File: src/rtl/bus_term_pkg.sv
package bus_term_pkg;
  localparam int unsigned TT_W = 2;
  typedef logic [TT_W-1:0] tt_t;
  localparam tt_t TT_ACK  = 2'b11;
  localparam tt_t TT_IDLE = 2'b00;
endpackage

File: src/rtl/bus_term_seq.sv
module bus_term_seq
  import bus_term_pkg::*;
(
  input  logic clk_i,
  input  logic rst_ni,
  input  logic req_valid_i,
  input  tt_t  req_tt_i,
  input  logic ta_i,
  output logic load_o,
  output logic end_o,
  output logic tip_o,
  output tt_t  tt_o
);
  logic tip_q;
  tt_t  tt_q;

  assign end_o  = tip_q & ta_i;
  assign load_o = req_valid_i & (~tip_q | ta_i);

  always_ff @(posedge clk_i or negedge rst_ni) begin
    if (!rst_ni) begin
      tip_q <= 1'b0;
      tt_q  <= TT_IDLE;
    end else if (load_o) begin
      tip_q <= 1'b1;
      tt_q  <= req_tt_i;
    end else if (end_o) begin
      tip_q <= 1'b0;
    end
  end

  assign tip_o = tip_q;
  assign tt_o  = tt_q;


  hold_tt_chk: assert property (@(posedge clk_i) disable iff (!rst_ni)
    (tip_q && !ta_i) |=> (tip_q && $stable(tt_q)));

  idle_after_end_chk: assert property (@(posedge clk_i) disable iff (!rst_ni)
    (tip_q && ta_i && !req_valid_i) |=> !tip_q);

  idle_ta_ignored_chk: assert property (@(posedge clk_i) disable iff (!rst_ni)
    (!tip_q && !req_valid_i) |=> !tip_q);

  no_gap_chk: assert property (@(posedge clk_i) disable iff (!rst_ni)
    (tip_q && ta_i && req_valid_i) |=> (tip_q && tt_q == $past(req_tt_i)));
endmodule

File: src/rtl/bus_term_dbe.sv
module bus_term_dbe
  import bus_term_pkg::*;
(
  input  logic clk_i,
  input  logic rst_ni,
  input  logic load_i,
  input  logic end_i,
  input  logic req_write_i,
  input  tt_t  req_tt_i,
  output logic dbe_o
);
  logic dbe_q;

  always_ff @(posedge clk_i or negedge rst_ni) begin
    if (!rst_ni)     dbe_q <= 1'b0;
    else if (load_i) dbe_q <= req_write_i & (req_tt_i != TT_ACK);
    else if (end_i)  dbe_q <= 1'b0;
  end

  assign dbe_o = dbe_q;


  dbe_release_chk: assert property (@(posedge clk_i) disable iff (!rst_ni)
    (end_i && !load_i) |=> !dbe_q);

  ack_no_dbe_chk: assert property (@(posedge clk_i) disable iff (!rst_ni)
    (load_i && req_tt_i == TT_ACK) |=> !dbe_q);
endmodule

File: src/rtl/bus_term_lock.sv
module bus_term_lock
  import bus_term_pkg::*;
(
  input  logic clk_i,
  input  logic rst_ni,
  input  logic load_i,
  input  logic end_i,
  input  logic req_write_i,
  input  logic req_rmw_i,
  input  logic req_last_i,
  input  tt_t  req_tt_i,
  output logic lock_o,
  output logic locke_o
);
  logic lock_q, locke_q, locked_req;

  assign locked_req = req_rmw_i & (req_tt_i != TT_ACK);

  // lock released only by a non-locked cycle start; lock-end by its own ack
  always_ff @(posedge clk_i or negedge rst_ni) begin
    if (!rst_ni) begin
      lock_q  <= 1'b0;
      locke_q <= 1'b0;
    end else if (load_i) begin
      lock_q  <= locked_req;
      locke_q <= locked_req & req_write_i & req_last_i;
    end else if (end_i) begin
      locke_q <= 1'b0;
    end
  end

  assign lock_o  = lock_q;
  assign locke_o = locke_q;


  locke_in_lock_chk: assert property (@(posedge clk_i) disable iff (!rst_ni)
    locke_q |-> lock_q);

  lock_hold_chk: assert property (@(posedge clk_i) disable iff (!rst_ni)
    (lock_q && !load_i) |=> lock_q);

  locke_drop_chk: assert property (@(posedge clk_i) disable iff (!rst_ni)
    (end_i && !load_i) |=> !locke_q);
endmodule

File: src/rtl/bus_term_ctrl.sv
module bus_term_ctrl
  import bus_term_pkg::*;
(
  input  logic            clk_i,
  input  logic            rst_ni,
  input  logic            req_valid_i,
  input  logic            req_write_i,
  input  logic            req_rmw_i,
  input  logic            req_last_i,
  input  logic [TT_W-1:0] req_tt_i,
  input  logic            ta_i,
  output logic            tip_o,
  output logic            dbe_o,
  output logic            lock_o,
  output logic            locke_o,
  output logic [TT_W-1:0] tt_o
);
  logic load, cyc_end;

  bus_term_seq u_seq (
    .clk_i, .rst_ni, .req_valid_i, .req_tt_i, .ta_i,
    .load_o(load), .end_o(cyc_end), .tip_o, .tt_o
  );

  bus_term_dbe u_dbe (
    .clk_i, .rst_ni, .load_i(load), .end_i(cyc_end),
    .req_write_i, .req_tt_i, .dbe_o
  );

  bus_term_lock u_lock (
    .clk_i, .rst_ni, .load_i(load), .end_i(cyc_end),
    .req_write_i, .req_rmw_i, .req_last_i, .req_tt_i, .lock_o, .locke_o
  );


  dbe_in_cycle_chk: assert property (@(posedge clk_i) disable iff (!rst_ni)
    dbe_o |-> tip_o);

  idle_state_chk: assert property (@(posedge clk_i) disable iff (!rst_ni)
    (!tip_o && !req_valid_i) |=> ($stable(lock_o) && !dbe_o && !locke_o));

  reset_chk: assert property (@(posedge clk_i)
    !rst_ni |-> (!tip_o && !dbe_o && !lock_o && !locke_o));
endmodule

File: config.mk
export PLATFORM = sky130hd
export DESIGN_NAME = bus_term_ctrl
export DESIGN_NICKNAME = d
export VERILOG_FILES = /design/src/rtl/bus_term_pkg.sv /design/src/rtl/bus_term_seq.sv /design/src/rtl/bus_term_dbe.sv /design/src/rtl/bus_term_lock.sv /design/src/rtl/bus_term_ctrl.sv
export SDC_FILE = /design/constraint.sdc
export NUM_CORES = 1
export LEC_CHECK = 0
export BUFFER_PORTS_ARGS = -buffer_cell sky130_fd_sc_hd__buf_2
export CORE_AREA = 8 8 45 47
export CTS_BUF_LIST = sky130_fd_sc_hd__clkbuf_8
export CTS_CLUSTER_DIAMETER = 100
export DETAILED_ROUTE_END_ITERATION = 12
export DIE_AREA = 0 0 53 55
export MAX_ROUTING_LAYER = met4
export SYNTH_ARGS = -nofsm -noshare
export SYNTH_HDL_FRONTEND = slang
export SYNTH_SLANG_ARGS = --single-unit
File: constraint.sdc
create_clock -name clk_i -period 0.9 [get_ports clk_i]
set_input_delay 0.045 -clock clk_i [delete_from_list [all_inputs] [get_ports clk_i]]
set_output_delay 0.045 -clock clk_i [all_outputs]
set_load 0.02 [all_outputs]
-- Word level (Yosys, flattened, before mapping)
Index checks and enable logic that the tools add are counted.
- bitwise gates (word level): 8
- eq/ne operators: 1
- reduce and logical (&&, ||, !) cells: 1
- mux-type cells: 4
- operators with widths (operator ; count):
    bitwise AND 1 bit ; 6
    2-to-1 mux 1 bit ; 4
    != test 2 bit (second input constant) ; 1
    nonzero test 2 bit ; 1
    NOT 1 bit ; 1
    OR 1 bit ; 1
- register bits: 6
- logic and storage cells: 19

-- Depth between registers and ports, before layout
Gate-level depths: netlist of run 1.
- depth after elaboration: 5
- depth in mapped cells: 3
- mapped depth without buffers: 3

-- Hierarchy
A second synthesis of run 1 with hierarchy kept.
- cells, all modules: 23
- area, all modules: 281.5 µm²
- modules (own cells, without submodules) (module ; times used ; area an instance (µm²) ; seq. area each (µm²) ; cells each):
    bus_term_seq ; 1 ; 148.9 ; 75.1 ; 10
    bus_term_lock ; 1 ; 90.1 ; 50.0 ; 9
    bus_term_dbe ; 1 ; 42.5 ; 25.0 ; 4

-- Least setup slack after synthesis of run 1
Ideal clock, no wire load.
- kind: register to register
- start: reg u_seq.tip_q (netlist: u_seq.tip_o)
- end: reg u_seq.tt_q[0] (netlist: u_seq.tt_o[0])
- setup slack: -0.194 ns
- path buffers: 0
- arrival time: 0.969 ns
- stages on the path, launching flop included: 4
- library setup time: 0.125 ns
- required time: 0.775 ns
- clock period less this slack: 1.094 ns
- cell sequence: dfrtp_1 nand2b_4 nand2_4 mux2_4
- longest elaborated chain between the ends: 3
- ends and longest elaborated chain (what ; RTL line ; text):
    from (decl) ; bus_term_seq.sv:14 ; logic tip_q;
    from (signal assigned) ; bus_term_seq.sv:22 ; tip_q <= 1'b0;
    from (signal assigned) ; bus_term_seq.sv:25 ; tip_q <= 1'b1;
    from (signal assigned) ; bus_term_seq.sv:28 ; tip_q <= 1'b0;
    NOT 1 bit ; bus_term_seq.sv:18 ; assign load_o = req_valid_i & (~tip_q | ta_i);
    OR 1 bit ; bus_term_seq.sv:18 ;
    bitwise AND 1 bit ; bus_term_seq.sv:18 ;
    to (signal assigned) ; bus_term_seq.sv:26 ; tt_q <= req_tt_i;
    to (decl) ; bus_term_seq.sv:15 ; tt_t tt_q;
No other way between the ends.
A chain may end at the register's enable or synchronous reset.

-- Final worst setup path of run 1
- start: reg u_seq.tip_q (netlist: u_seq.tip_o)
- end: reg u_seq.tt_q[1] (netlist: u_seq.tt_o[1])
The elaborated chain is that of the path after synthesis.

==> flow_summary.yaml, run 1 <==
run_status:
  status: "complete, but fails checks"
  violations: "setup timing"
layout:
  n_antenna_cell: 0
  area_growth_pct: 59.5
  final_common_cell: "buf_2"
  layout_common_cells: "buf_2 (13), nand2_1 (5), dfrtp_1 (5)"
  stdcell_area_sq_um: 429
  layout-drive-gt1-share_pct: 58.5
  utilization_pct: 31.0
  fin_nets: 51
floorplan:
  die_h_um: 55
  die-area_sq_mm: 0.00292
  rows: 14
  core_sq_mm: 0.00138
  io_pins: 15
  die_w_um: 53
  initial_utilization_pct: 19.4
route:
  post_drt_wl_per_cell_um: 13.0
  firstDrtPassIters: 1
  dr_total_vias: 232
  antenna_left: 0
  finalWirelength_um: 743
  drt_iter0_drc: 0
  drc: 0
  routed_via_density: 4.07
yosys:
  synth_area_leader_cell: "dfrtp_1"
  avgSynthCellArea_sq_um: 12.8
  ys_top_cells_by_area: "dfrtp_1 (56%), mux2_4 (11%), nand2_1 (7.0%)"
  synth-seq-cells: 6
  synthesis.instances: 21
  mappedNetlistArea_sq_um: 269
  synthDominantCellAreaShare_pct: 55.8
  synth_cell_types: 10
  syn_nets: 30
  ys_seq_area_share_pct: 55.8
  ys_warn_count: 0
timing:
  fin_ws_ns: -0.0786
  drv_slew: 0
  fmax_mhz: 1020
  rsz0062_at_grt: "true"
  setup_viol: 5
  skew_ns: 0.00100
  post-route-min-period_ns: 0.979
  finalHoldViolations: 0
  slew_headroom_pct: 87.9
  fin_crit_sh_pct: 109
  setup-tns-final_ns: -0.284
  tightest_slew_ns: 0.176
worst_hold_path:
  min_path_type: "primary input to flip-flop"
  min_to: "u_seq.tt_o[0]$_DFFE_PN0P_"
  hp-start: "req_tt_i[0]"
  worstHoldPathCells: 2
worst_setup_path:
  worst_ep_arrival_time_ns: 1.08
  reg2reg_to: "u_seq.tt_o[1]$_DFFE_PN0P_"
  rr_startpoint: "u_seq.tip_o$_DFFE_PN0P_"
  crit_type: "flip-flop to flip-flop"
  crit_start: "u_seq.tip_o$_DFFE_PN0P_"
  worst-path-max-fanout: 4
  reg2reg_slack_ns: -0.08
  worstPathRequired_ns: 1.01
  critPathLaunchType: "flip-flop"
  cp-end-kind: "flip-flop"
  r2r_cells: 3
clock_network:
  numCtsBuffers: 3
  cts_sinks: 6
  htreeDepth: 1
  clock_path_buffers: 2
  clock_latency_ns: 0.22
  clk_pin_slew_ns: 0.04
  cts_tree: "done"
  cts-root-buf: "clkbuf_8"
pwr:
  pwr-share-seq_pct: 34.9
  p_leak_nw: 0.234
  p_total_w: 0.000910
  power_density_mw_per_mm2: 2120
  p_switching_w: 0.000233
  comb_power_share_pct: 19.0
  p_clk_share_pct: 46.2
  power.share.switching_pct: 25.6
  ir_drop_mv: 0.819
  internal_power_w: 0.000677
global_routing:
  grt_pass1_wl_mm: 1.23
  grt_overflow_total: 0
  grt_max_degree: 7
  track_usage_pct: 6.85
  antenna_found_initial: 0
  first_global_vias: 276
placed_design:
  dpl_cell_area_sq_um: 368
  routabilityCongestion: 0.749
  dp_hpwl_um: 600
  portBuffers: 14
flow_run:
  max_cap_viol_count: 0
-- worst max path at each step --
stage / end / slack, ns
floorplan: u_seq.tt_o[0]$_DFFE_PN0P_ / -0.12
global placement: u_seq.tt_o[0]$_DFFE_PN0P_ / -0.07
detailed placement: u_seq.tt_o[1]$_DFFE_PN0P_ / -0.09
CTS: u_seq.tt_o[1]$_DFFE_PN0P_ / -0.09
global route: u_seq.tt_o[1]$_DFFE_PN0P_ / -0.12
finish: u_seq.tt_o[1]$_DFFE_PN0P_ / -0.08
-- critical path: stages (launching register included) --
cell,delay (ns)
dfrtp_2,0.41
nand2b_4,0.09
nand2_4,0.06
mux2_4,0.29
-- cells in the mapped netlist --
cell type,instances
a21bo_2,1
dfrtp_1,6
mux2_4,2
mux2i_1,1
nand2_1,5
nand2_4,1
nand2b_4,1
nand4_1,2
o21ai_0,1
or2b_1,1
-- per-layer routing --
layer	vias up	wire [um]	part of all wire [%]	GRT usage, %
met5	-	0	0	-
li1	112	-	-	-
met1	99	392	53	7.25
met3	4	124	17	6.15
met4	0	17	2.3	5.17
met2	17	208	28	7.62
-- stage by stage --
stage / hold WS [ns] / setup WS [ns] / std cells
2_1_floorplan: -0.251 / -0.125 / 21
3_3_place_gp: -0.122 / -0.0657 / 52
3_5_place_dp: -0.120 / -0.0860 / 52
4_1_cts: 0.0667 / -0.0886 / 57
5_1_grt: 0.0677 / -0.115 / 57
6_report: 0.0713 / -0.0786 / 57
-- cells by family after synthesis --
| group | share of synthesized area, % |
|---|---|
| simple gates | 23.7 |
| mux | 14.9 |
| flops | 55.8 |
| compound gates | 5.58 |
-- what timing repair did --
| item | 4_1_cts | 5_1_grt |
|---|---|---|
| setup buffers | 0 | 0 |
| hold endpoints to repair | 6 | 0 |
| pin swaps | 2 | 0 |
| gates resized for setup | 3 | 0 |
| cloned | 0 | 0 |
| hold buffers | 1 | 0 |
| setup endpoints to repair | 5 | 6 |
-- state kept, by name, summed over array words and instances, names as in the netlist --
| name | cells |
|---|---|
| u_seq.tip_o | 1 |
| u_lock.locke_o | 1 |
| u_seq.tt_o | 2 |
| u_lock.lock_o | 1 |
| u_dbe.dbe_o | 1 |
-- cell type report --
cell class,count,area (sq um)
fill,154,955
sequential,6,151
multi-input combinational,15,119
timing repair buffer,16,93.8
clock buffer,3,41.3
tap,16,20.0
clock inverter,1,3.75
-- power by group through the flow --
stage          clock, W  sequential (W)  combinational (W)
3_3_place_gp          0        0.000320           0.000164
6_report       0.000420        0.000317           0.000173
4_1_cts        0.000437        0.000318           0.000176
2_1_floorplan         0        0.000358          0.0000558
5_1_grt        0.000459        0.000321           0.000187
3_5_place_dp          0        0.000320           0.000167
(Power assumes the default switching activity.)
==> run 2, diff against run 1 <==
--- a/config.mk
+++ b/config.mk
@@ -14,4 +14,5 @@
 export MAX_ROUTING_LAYER = met4
 export SYNTH_ARGS = -nofsm -noshare
 export SYNTH_HDL_FRONTEND = slang
+export SYNTH_HIERARCHICAL = 1
 export SYNTH_SLANG_ARGS = --single-unit
==> run 2 against run 1 <==
Flip-flop and latch count did not move; global-route usage fell by 1.3 points; largest cell class unchanged; first-iteration DRC count rose by 5; register-to-register slack got worse by 0.11 ns; clock skew rose by 0.0022 ns; critical endpoint is now u_lock/locke_o$_DFFE_PN0P_; setup slack got worse by 0.11 ns; cell count rose by 3.5%; synthesized area rose by 4.7%; the run still ends with setup timing left.
==> flow_summary.yaml, run 2 <==
route:
  wl_met2_um: 325
  wl_met1_um: 330
  antenna_left: 0
  dr_total_vias: 247
  wl_met3_um: 36
  drt_iter0_drc: 5
  firstDrtPassIters: 2
  finalWirelength_um: 692
  drc: 0
  post_drt_wl_per_cell_um: 11.7
  routed_via_density: 4.19
  maxUsedRoutingLayer: "met3"
floorplan:
  die_w_um: 53
  core_sq_mm: 0.00138
  initial_utilization_pct: 20.3
  die_h_um: 55
  rows: 14
  die-area_sq_mm: 0.00292
  io_pins: 15
timing:
  finalHoldViolations: 0
  setup_viol: 5
  fin_crit_sh_pct: 121
  drv_slew: 0
  rsz0062_at_grt: "true"
  post-route-min-period_ns: 1.09
  skew_ns: 0.00324
  fin_ws_ns: -0.193
  tightest_slew_ns: 0.201
  fmax_mhz: 915
  slew_headroom_pct: 86.5
layout:
  n_antenna_cell: 0
  final_common_cell: "buf_2"
  finalNonFillerCells: 59
  fin_nets: 53
  seq_area_sq_um: 151
  layout_common_cells: "buf_2 (14), dfrtp_1 (5), clkbuf_8 (3), nand2_1 (3)"
  num-fill-cells: 144
  largest_register_ffs: 2
  utilization_pct: 31.7
  multi_input_area_sq_um: 125
  stdcell_area_sq_um: 439
  layout-drive-gt1-share_pct: 58.1
  area_growth_pct: 56.0
clock_network:
  clock_latency_ns: 0.22
  cts_sinks: 6
  clk_pin_slew_ns: 0.04
  ctsResizeCount: 0
  numCtsBuffers: 3
  htreeDepth: 1
  cts-root-buf: "clkbuf_8"
  clock_path_buffers: 2
  cts_tree: "done"
worst_setup_path:
  cp-end-kind: "flip-flop"
  r2r_cells: 3
  reg2reg_to: "u_lock/locke_o$_DFFE_PN0P_"
  worst_ep_arrival_time_ns: 1.22
  critPathBufInv: 0
  critPathLaunchType: "flip-flop"
  critPathMaxStageDelay_ns: 0.42
  crit_start: "u_seq/tip_o$_DFFE_PN0P_"
  worstPathRequired_ns: 1.02
  crit_type: "flip-flop to flip-flop"
  path_delay_family: "simple AND/OR/NAND/NOR gates"
  crit_slowest_cell: "dfrtp_2"
  rr_startpoint: "u_seq/tip_o$_DFFE_PN0P_"
  crit_chain: "and2_4 > or3b_1 > o31ai_1"
  worst-path-max-fanout: 3
  reg2reg_slack_ns: -0.19
  endpoint: "u_lock/locke_o$_DFFE_PN0P_"
  cp.depth: 3
yosys:
  synth-edff-count: 0
  ys.flop_type: "dfrtp_1"
  avgSynthCellArea_sq_um: 12.2
  ys_seq_area_share_pct: 53.3
  synthesis.instances: 23
  synth_most_common_cell: "dfrtp_1"
  ys_warn_count: 6
  mappedNetlistArea_sq_um: 282
  synthDominantCellAreaShare_pct: 53.3
  synth-seq-cells: 6
  synthTopCellsByCount: "dfrtp_1 (6), nand2_1 (3), inv_1 (2), mux2_4 (2)"
  syn_nets: 32
  synth_cell_types: 14
  ys_top_cells_by_area: "dfrtp_1 (53%), mux2_4 (11%), nand2b_4 (4.9%)"
  ys_async_sr_fraction_pct: 100
  synth_area_leader_cell: "dfrtp_1"
global_routing:
  grt_pass1_wl_mm: 1.17
  grt_max_degree: 7
  track_usage_pct: 5.55
  grt_overflow_total: 0
  first_global_vias: 282
  antenna_found_initial: 0
worst_hold_path:
  hp-start: "req_valid_i"
  min_path_type: "primary input to flip-flop"
placed_design:
  place_inst: 53
  portBuffers: 14
  routabilityCongestion: 0.686
  dpl_cell_area_sq_um: 377
  place_ws_ns: -0.189
pwr:
  ir_drop_mv: 0.851
  power_density_mw_per_mm2: 2040
  p_leak_nw: 0.234
  p_total_w: 0.000896
flow_run:
  max_cap_viol_count: 0
run_status:
  status: "complete, but fails checks"
  violations: "setup timing"
run 2: cell count changes in the layout (fill, tap and decap cells not counted), sizes merged, moves of 2 or more:
| cell | previous run | this run |
|---|---|---|
| nand2 | 6 | 4 |
| nand4 | 2 | 0 |
| and2 | 0 | 2 |
| inv | 1 | 3 |
run 2: worst register-to-register path: stages (launching register included):
cell	delay (ns)
dfrtp_2	0.42
and2_4	0.14
or3b_1	0.36
o31ai_1	0.07
run 2: repair_timing:
action	in CTS	in global routing
pin swaps	1	0
endpoints found under the hold margin	6	0
hold buffers	1	0
buffers inserted	0	1
endpoints found under the setup margin	4	5
run 2: worst min path at each step:
stage                     cells after the start  slack (ns)                   endpoint
after floorplan                               0       -0.25    u_dbe/dbe_o$_DFFE_PN0P_
after global routing                          2        0.08    u_seq/tip_o$_DFFE_PN0P_
after CTS                                     2        0.07    u_seq/tip_o$_DFFE_PN0P_
after detailed placement                      1       -0.12  u_seq/tt_o[1]$_DFFE_PN0P_
after global placement                        1       -0.12  u_seq/tt_o[1]$_DFFE_PN0P_
final                                         2        0.07    u_seq/tip_o$_DFFE_PN0P_
run 2: cell families (layout without fill, tap and decap cells):
logic type             Yosys count  in the layout  share of synthesized area [%]
DFF                              6              6                           53.3
buffers and inverters            2             22                           2.67
muxes                            2              2                           10.7
and+or+nand+nor                 10             10                           24.9
AOI/OAI and AO/OA                3              3                           8.45
run 2: cell type report:
| class | instances | share of cell area [%] |
|---|---|---|
| clock buffer | 3 | 9.40 |
| tap | 16 | 4.56 |
| clock inverter | 1 | 0.855 |
| timing repair buffer | 16 | 19.9 |
| sequential | 6 | 34.5 |
| multi-input combinational | 15 | 28.5 |
| inverter | 2 | 2.28 |
run 2: metal layers:
| layer | vias up | track usage, % |
|---|---|---|
| met2 | 8 | 8.01 |
| met5 | - | - |
| met1 | 120 | 6.32 |
| met4 | 0 | 2.59 |
| met3 | 0 | 2.67 |
| li1 | 119 | - |
run 2: power by group:
part	internal, W	switching [W]	total (W)
Sequential	0.000300	0.0000154	0.000316
Clock	0.000293	0.000113	0.000406
Combinational	0.0000821	0.0000919	0.000174
run 2: stage by stage:
stage	hold WS (ns)	TNS, ns
after floorplan	-0.251	-0.567
after global placement	-0.121	-0.410
after detailed placement	-0.122	-0.444
after CTS	0.0687	-0.472
after global routing	0.0821	-0.731
final	0.0670	-0.527
